File: config.mk
export PLATFORM = sky130hd
export DESIGN_NAME = clkctl_top
export DESIGN_NICKNAME = d
export VERILOG_FILES = /design/src/rtl/clkctl_pkg.sv /design/src/rtl/clkctl_guard.sv /design/src/rtl/clkctl_selsw.sv /design/src/rtl/clkctl_halt.sv /design/src/rtl/clkctl_top.sv
export SDC_FILE = /design/constraint.sdc
export NUM_CORES = 1
export LEC_CHECK = 0
export BUFFER_PORTS_ARGS = -buffer_cell sky130_fd_sc_hd__buf_4
export CORE_AREA = 3 3 40 42
export CTS_BUF_LIST = sky130_fd_sc_hd__clkbuf_8
export DETAILED_ROUTE_END_ITERATION = 10
export DIE_AREA = 0 0 43 45
export PLACE_DENSITY = 0.68
export SYNTH_ARGS = -nofsm -noshare
export SYNTH_HDL_FRONTEND = slang
export SYNTH_HIERARCHICAL = 1
export SYNTH_SLANG_ARGS = --single-unit
File: constraint.sdc
create_clock -name clk -period 1.5 [get_ports clk]
set_clock_uncertainty 0.2 [all_clocks]
set_input_delay 0.225 -clock clk [delete_from_list [all_inputs] [get_ports clk]]
set_output_delay 0.225 -clock clk [all_outputs]
set_load 0.005 [all_outputs]
File: src/rtl/clkctl_pkg.sv
package clkctl_pkg;
  localparam int unsigned REG_W   = 8;
  localparam int unsigned B_HF    = 7;
  localparam int unsigned B_LF    = 6;
  localparam int unsigned B_SEL   = 5;
  localparam int unsigned B_CPU   = 4;
  localparam int unsigned B_PER   = 2;

  typedef struct packed {
    logic hf_en;
    logic lf_en;
    logic sel_req;
  } osc_cfg_t;

  localparam osc_cfg_t CFG_RST = '{hf_en: 1'b1, lf_en: 1'b0, sel_req: 1'b0};
endpackage

File: src/rtl/clkctl_guard.sv
module clkctl_guard (
  input  logic wr_en,
  input  logic new_hf,
  input  logic new_lf,
  input  logic sel_act,
  output logic illegal
);
  logic both_off, kill_fast, kill_slow;

  always_comb begin
    both_off  = !new_hf && !new_lf;
    kill_fast = !new_hf && !sel_act;
    kill_slow = !new_lf &&  sel_act;
    illegal   = wr_en && (both_off || kill_fast || kill_slow);
  end
endmodule

File: src/rtl/clkctl_selsw.sv
module clkctl_selsw (
  input  logic clk,
  input  logic rst_n,
  input  logic clr,
  input  logic sel_req,
  input  logic hf_ready,
  input  logic lf_ready,
  output logic sel_act
);
  logic tgt_ready;
  logic sel_nxt;

  always_comb begin
    tgt_ready = sel_req ? lf_ready : hf_ready;
    sel_nxt   = sel_act;
    if (clr)
      sel_nxt = 1'b0;
    else if ((sel_req != sel_act) && tgt_ready)
      sel_nxt = sel_req;
  end

  always_ff @(posedge clk or negedge rst_n) begin
    if (!rst_n) sel_act <= 1'b0;
    else        sel_act <= sel_nxt;
  end

  // no switch while the target oscillator is not ready
  a_r4_wait_ready: assert property (@(posedge clk) disable iff (!rst_n)
    (!clr && (sel_req != sel_act) && !tgt_ready) |=> $stable(sel_act));
endmodule

File: src/rtl/clkctl_halt.sv
module clkctl_halt (
  input  logic clk,
  input  logic rst_n,
  input  logic clr,
  input  logic wr_en,
  input  logic wr_cpu,
  input  logic wr_per,
  input  logic wake,
  output logic cpu_halt,
  output logic per_halt,
  output logic combo_hit
);
  logic cpu_nxt, per_nxt;

  always_comb begin
    combo_hit = wr_en && wr_cpu && wr_per;
    cpu_nxt   = cpu_halt;
    per_nxt   = per_halt;
    if (clr || wake) begin
      cpu_nxt = 1'b0;
      per_nxt = 1'b0;
    end else if (wr_en && !combo_hit) begin
      cpu_nxt = wr_cpu;
      per_nxt = wr_per;
    end
  end

  always_ff @(posedge clk or negedge rst_n) begin
    if (!rst_n) begin
      cpu_halt <= 1'b0;
      per_halt <= 1'b0;
    end else begin
      cpu_halt <= cpu_nxt;
      per_halt <= per_nxt;
    end
  end

  a_r7_wake_clears: assert property (@(posedge clk) disable iff (!rst_n)
    wake |=> (!cpu_halt && !per_halt));
  a_r8_never_both: assert property (@(posedge clk) disable iff (!rst_n)
    !(cpu_halt && per_halt));
  a_r5_cpu_set: assert property (@(posedge clk) disable iff (!rst_n)
    (wr_en && wr_cpu && !wr_per && !wake && !clr) |=> cpu_halt);
  a_r6_per_set: assert property (@(posedge clk) disable iff (!rst_n)
    (wr_en && wr_per && !wr_cpu && !wake && !clr) |=> per_halt);
endmodule

File: src/rtl/clkctl_top.sv
module clkctl_top
  import clkctl_pkg::*;
#(
  parameter int unsigned DW = REG_W
) (
  input  logic          clk,
  input  logic          rst_n,
  input  logic          wr_en,
  input  logic [DW-1:0] wr_data,
  input  logic          hf_ready,
  input  logic          lf_ready,
  input  logic          wake_irq,
  output logic [DW-1:0] rd_data,
  output logic          hf_osc_en,
  output logic          lf_osc_en,
  output logic          clk_sel,
  output logic          cpu_clk_stop,
  output logic          periph_clk_stop,
  output logic          sys_rst_req,
  output logic          halt_combo_err
);
  osc_cfg_t cfg_q, cfg_d;
  logic     err_d;
  logic     illegal;
  logic     sel_act;
  logic     cpu_halt, per_halt, combo_hit;
  logic     unused_bits;

  assign unused_bits = ^{wr_data[3], wr_data[1:0]};

  clkctl_guard u_guard (
    .wr_en   (wr_en),
    .new_hf  (wr_data[B_HF]),
    .new_lf  (wr_data[B_LF]),
    .sel_act (sel_act),
    .illegal (illegal)
  );

  clkctl_selsw u_selsw (
    .clk      (clk),
    .rst_n    (rst_n),
    .clr      (illegal),
    .sel_req  (cfg_q.sel_req),
    .hf_ready (hf_ready),
    .lf_ready (lf_ready),
    .sel_act  (sel_act)
  );

  clkctl_halt u_halt (
    .clk       (clk),
    .rst_n     (rst_n),
    .clr       (illegal),
    .wr_en     (wr_en),
    .wr_cpu    (wr_data[B_CPU]),
    .wr_per    (wr_data[B_PER]),
    .wake      (wake_irq),
    .cpu_halt  (cpu_halt),
    .per_halt  (per_halt),
    .combo_hit (combo_hit)
  );

  always_comb begin
    cfg_d = cfg_q;
    err_d = halt_combo_err;
    if (illegal) begin
      cfg_d = CFG_RST;
      err_d = 1'b0;
    end else begin
      if (wr_en) begin
        cfg_d.hf_en   = wr_data[B_HF];
        cfg_d.lf_en   = wr_data[B_LF];
        cfg_d.sel_req = wr_data[B_SEL];
      end
      if (combo_hit) err_d = 1'b1;
    end
  end

  always_ff @(posedge clk or negedge rst_n) begin
    if (!rst_n) begin
      cfg_q          <= CFG_RST;
      halt_combo_err <= 1'b0;
      sys_rst_req    <= 1'b0;
    end else begin
      cfg_q          <= cfg_d;
      halt_combo_err <= err_d;
      sys_rst_req    <= illegal;
    end
  end

  always_comb begin
    rd_data        = '0;
    rd_data[B_HF]  = cfg_q.hf_en;
    rd_data[B_LF]  = cfg_q.lf_en;
    rd_data[B_SEL] = sel_act;
    rd_data[B_CPU] = cpu_halt;
    rd_data[B_PER] = per_halt;
  end

  assign hf_osc_en       = cfg_q.hf_en;
  assign lf_osc_en       = cfg_q.lf_en;
  assign clk_sel         = sel_act;
  assign cpu_clk_stop    = cpu_halt;
  assign periph_clk_stop = per_halt;

  a_r3_reset_values: assert property (@(posedge clk) disable iff (!rst_n)
    sys_rst_req |-> (hf_osc_en && !lf_osc_en && !clk_sel && !cpu_clk_stop && !periph_clk_stop));
  a_r3_active_osc_on: assert property (@(posedge clk) disable iff (!rst_n)
    (clk_sel ? lf_osc_en : hf_osc_en));
  a_r8_err_sticky: assert property (@(posedge clk) disable iff (!rst_n)
    (halt_combo_err && !illegal) |=> halt_combo_err);
  a_r9_zero_bits: assert property (@(posedge clk) disable iff (!rst_n)
    (rd_data[3] == 1'b0) && (rd_data[1:0] == 2'b00));
endmodule

Word level (Yosys, flattened, before mapping)
Cells that the tools add are included.
Storage, ports and cells
  bits in registers: 8
  logic and storage cells: 39
  input bits: 14
  output and inout port bits: 15
Operators by class
  mux-type cells: 11
  reduce and logical (&&, ||, !) cells: 19
  eq/ne operators: 1
Operators with widths (count)
  1-bit 2-to-1 mux: 9
  1-bit logical AND: 8
  2-bit nonzero test: 4
  3-bit 2-to-1 mux: 2
  1-bit logical NOT: 4
  1-bit logical OR: 3
  1-bit != test: 1

Logic depth before layout (Yosys ltp)
  depth in word-level cells: 7
  mapped depth: 4
  gate-level depth less buffers: 4

Hierarchy
Netlist, hierarchy kept.
By module, submodules not included
  clkctl_top: sequential area each 126.4 um2, instances 1, cells an instance 22, area an instance 240.2 um2
  clkctl_halt: sequential area each 50.0 um2, instances 1, cells an instance 9, area an instance 102.6 um2
  clkctl_selsw: sequential area each 25.0 um2, instances 1, cells an instance 5, area an instance 50.0 um2
  clkctl_guard: sequential area each 0.0 um2, instances 1, cells an instance 2, area an instance 16.3 um2

Worst setup path before layout
No wires, ideal clock.
  path type: register -> register
  from: register u_selsw.sel_act
  to: register u_halt.cpu_halt
  clock period less this slack: 1.287 ns
  setup slack: 0.213 ns
  stages on the path, launching flop included: 5
  buffers on the path: 0
  required time: 1.177 ns
  arrival time: 0.964 ns
  setup time: 0.123 ns
  cells stage by stage: dfrtp_1 > mux2i_1 > and2_1 > nor2_1 > o221a_2
Between the ends
  cells in the longest elaborated chain, start to end: 7
  elaborated cells on any way between the ends: 9
  classes of those cells: mux: 1; reduce/logical: 8
RTL lines
  start, declared: line clkctl_selsw.sv:8  | output logic sel_act
  start signal, assigned: line clkctl_selsw.sv:24  | else sel_act <= sel_nxt;
  1-bit logical NOT: line clkctl_guard.sv:12  | kill_fast = !new_hf && !sel_act;
  1-bit logical AND: line clkctl_guard.sv:12
  1-bit logical OR: line clkctl_guard.sv:14  | illegal = wr_en && (both_off || kill_fast || kill_slow);
  1-bit logical OR (*): line clkctl_guard.sv:14
  1-bit logical AND (*): line clkctl_guard.sv:14
  via illegal: line clkctl_top.sv:24  | logic illegal;
  1-bit logical OR (*): line clkctl_halt.sv:19  | if (clr || wake) begin
  1-bit 2-to-1 mux or 2-bit nonzero test (tied branches)
  end signal, assigned: line clkctl_halt.sv:33  | cpu_halt <= cpu_nxt;
  end, declared: line clkctl_halt.sv:9  | output logic cpu_halt,
The timed path passes the listed nets; every way through them passes the cells marked *.
A chain may end at the register's enable or synchronous reset.

Final worst setup path
  from: register u_selsw.sel_act
  to: register u_halt.per_halt
Between the ends
  cells in the longest elaborated chain, start to end: 7
  elaborated cells on any way between the ends: 9
  classes of those cells: mux: 1; reduce/logical: 8
RTL lines
  1-bit logical NOT: line clkctl_guard.sv:12
  1-bit logical AND: line clkctl_guard.sv:12
  1-bit logical OR: line clkctl_guard.sv:14
  1-bit logical OR (*): line clkctl_guard.sv:14
  1-bit logical AND (*): line clkctl_guard.sv:14
  via illegal: line clkctl_top.sv:24
  1-bit logical OR (*): line clkctl_halt.sv:19
  1-bit 2-to-1 mux or 2-bit nonzero test (tied branches)
  end signal, assigned: line clkctl_halt.sv:34  | per_halt <= per_nxt;
  end, declared: line clkctl_halt.sv:10  | output logic per_halt,
Marked as above.

==> impl_metrics.toml <==
[outcome]
status = "finished, final reports clean"

[run]
cap_violations = 0

[final_layout]
fillers = 123
area_delta_synth_final_pct = 45.87
stdcell_area_um2 = 596.8
layout-drive-gt1-share_pct = 50.85
num_antenna_cells = 0
fin_nets = 74

[setup_path]
critPathMaxFanout = 8
start_kind = "register"
endpoint_kind = "register"
required_ns = 1.46
crit_type = "register to register"
crit_arrival_ns = 1.33

[clock_tree]
clk_latency_ns = 0.22
ctsRootBufferMaster = "clkbuf_8"
htree_levels = 1
cts_tree = "built"
cts_sinks = 8
clockBufferDepth = 2
cts.reportedPaths.clkPinSlew_ns = 0.04
post-cts-setup-buffers = 0
cts_buffers = 3

[die]
die_h_um = 45
io_pins = 29
core_um2 = 1285
rows = 13
start_util_pct = 31.84
die_w_um = 43
die-area_um2 = 1935

[timing]
setup_viol = 0
final_hold_viol_count = 0
rsz0062_at_grt = "no"
tns_ns = 0
drv_slew = 0
max_freq_ghz = 0.7293
fin_crit_sh_pct = 91.41
fin_crit_ns = 1.371

[grt]
antenna_found_initial = 0
grt_max_degree = 10
grt_first_pass_wirelength_mm = 1.200
grt_overflow = 0
grt_pass1_vias = 281
groute.usage.overall_pct = 8.586

[yosys]
yosys.area.top_type = "dfrtp_1"
synth.area.top_cells = "dfrtp_1, buf_4, mux2i_1"
ys_seq_area_share_pct = 49.24
syn_area_per_cell_um2 = 10.77
ys_types = 17
synthCells = 38
synth_top_area_share_pct = 42.81
ys_warn_count = 6
ys_ff_latch = 8
synthesis.area_um2 = 409.1

[drt]
routed_wl_um = 793
detail_route.wl_per_cell_um = 10.72
first_pass_iters = 4
routed_via_density = 4.284
via_count = 317
postRouteAntennaNets = 0
drc = 0
drtIter0Drc = 5

[pwr]
p_int_mw = 0.4971
switching_share_pct = 21.84
p_per_area_nw_per_um2 = 1066
leakage_nw = 0.3196
clkPwrFrac_pct = 39.6
power_mw = 0.6359
seq_power_share_pct = 40.7
p_switching_mw = 0.1389
peakVddDrop_mv = 0.8235
p_comb_share_pct = 19.8

[place]
gp_congestion = 0.6681
placed_area_um2 = 540.5
port_buffers = 22

[worst_hold_path]
hold_path_class = "input pin to register"
per-stage QoR:
| stage | setup WS (ns) | cells | util [%] | hold WS (ns) |
|---|---|---|---|---|
| 2_1_floorplan | 0.2131 | 40 | - | -0.2706 |
| 3_3_place_gp | 0.09910 | 69 | 42.06 | -0.1540 |
| 3_5_place_dp | 0.07963 | 69 | 42.06 | -0.1500 |
| 4_1_cts | 0.07734 | 74 | 46.35 | 0.03188 |
| 5_1_grt | 0.07471 | 74 | 46.45 | 0.03692 |
| 6_report | 0.1288 | 74 | 46.45 | 0.03609 |
registers in the layout, indices dropped and copies added, names as in the netlist:
| signal | flops |
|---|---|
| cfg_q | 1 |
| halt_combo_err | 1 |
| hf_osc_en | 1 |
| lf_osc_en | 1 |
| sys_rst_req | 1 |
| u_halt/cpu_halt | 1 |
| u_halt/per_halt | 1 |
| u_selsw/sel_act | 1 |
per-layer routing:
| layer | GRT usage [%] | share of wire (%) | wire [um] | vias to the layer above |
|---|---|---|---|---|
| met5 | 0 | 0 | 0 | - |
| met3 | 4.781 | 10 | 79 | 0 |
| met4 | 3.614 | 0 | 0 | 0 |
| met2 | 11.98 | 50 | 396 | 14 |
| li1 | - | - | - | 158 |
| met1 | 10.95 | 40 | 318 | 145 |
repair_timing:
action / CTS / global route
endpoints found under the setup margin: 0 / 1
endpoints found under the hold margin: 8 / 0
resized for setup: 0 / 1
hold buffers: 1 / 0
worst paths after layout:
path | to | cells past startpoint | slack [ns] | from
worst max-delay path | u_halt/per_halt$_DFFE_PN0P_ | 4 | 0.13 | u_selsw/sel_act$_DFFE_PN0P_
min in group asynchronous | halt_combo_err$_DFFE_PN0P_ | 2 | 0.16 | rst_n
worst min-delay path | hf_osc_en$_DFFE_PN1P_ | 2 | 0.04 | wr_data[7]
max in group asynchronous | hf_osc_en$_DFFE_PN1P_ | 2 | 0.72 | rst_n
worst max register to register | u_halt/per_halt$_DFFE_PN0P_ | 4 | 0.13 | u_selsw/sel_act$_DFFE_PN0P_
worst min register to register | halt_combo_err$_DFFE_PN0P_ | 2 | 0.30 | halt_combo_err$_DFFE_PN0P_
synthesized netlist by cell type (all sizes together):
master and instances:
a211o 1, and2 1, and3 1, buf 8, conb 1, dfrtp 7
dfstp 1, inv 1, mux2i 3, nand2b 1, nand3b 1, nor2 5
nor2b 4, o21ai 1, o221a 2
cells in the final DEF (no fill, tap or decap), drive strengths merged, types with 2 or more instances in the layout:
master  synthesis  routed
dfrtp           7       7
nor2            5       5
mux2i           3       3
o221a           2       2
buf             8      22
nor2b           4       4
conb            1       3
inv             1       2
clkbuf          0       3
kinds of logic after synthesis:
logic type             after synthesis  synth area share [%]
AND/OR/NAND/NOR                     13                 18.05
flip-flops                           8                 49.24
buffers and inverters                9                 15.60
other                                1                0.9166
AO/OA/AOI/OAI                        4                 8.867
multiplexers                         3                 7.340
final cells by class:
type	instances	area, um^2	share of cell area, %
sequential	8	201.4	33.75
clock buffer	3	41.29	6.918
inverter	1	3.754	0.6289
tap	15	18.77	3.145
clock inverter	1	3.754	0.6289
timing repair buffer	23	175.2	29.35
multi-input combinational	23	152.6	25.58
power groups by stage:
stage | clock [mW] | sequential (mW) | combinational [mW]
floorplan | 0 | 0.261 | 0.0634
global placement | 0 | 0.261 | 0.124
detailed placement | 0 | 0.262 | 0.125
CTS | 0.262 | 0.259 | 0.127
global route | 0.273 | 0.263 | 0.138
finish | 0.252 | 0.259 | 0.126
worst max-delay path: stages (launching register included):
cell     delay, ns
dfrtp_1       0.41
mux2i_1       0.13
and2_2        0.24
nor2_1        0.14
o221a_1       0.18
Power figures use the tool's default switching activity.
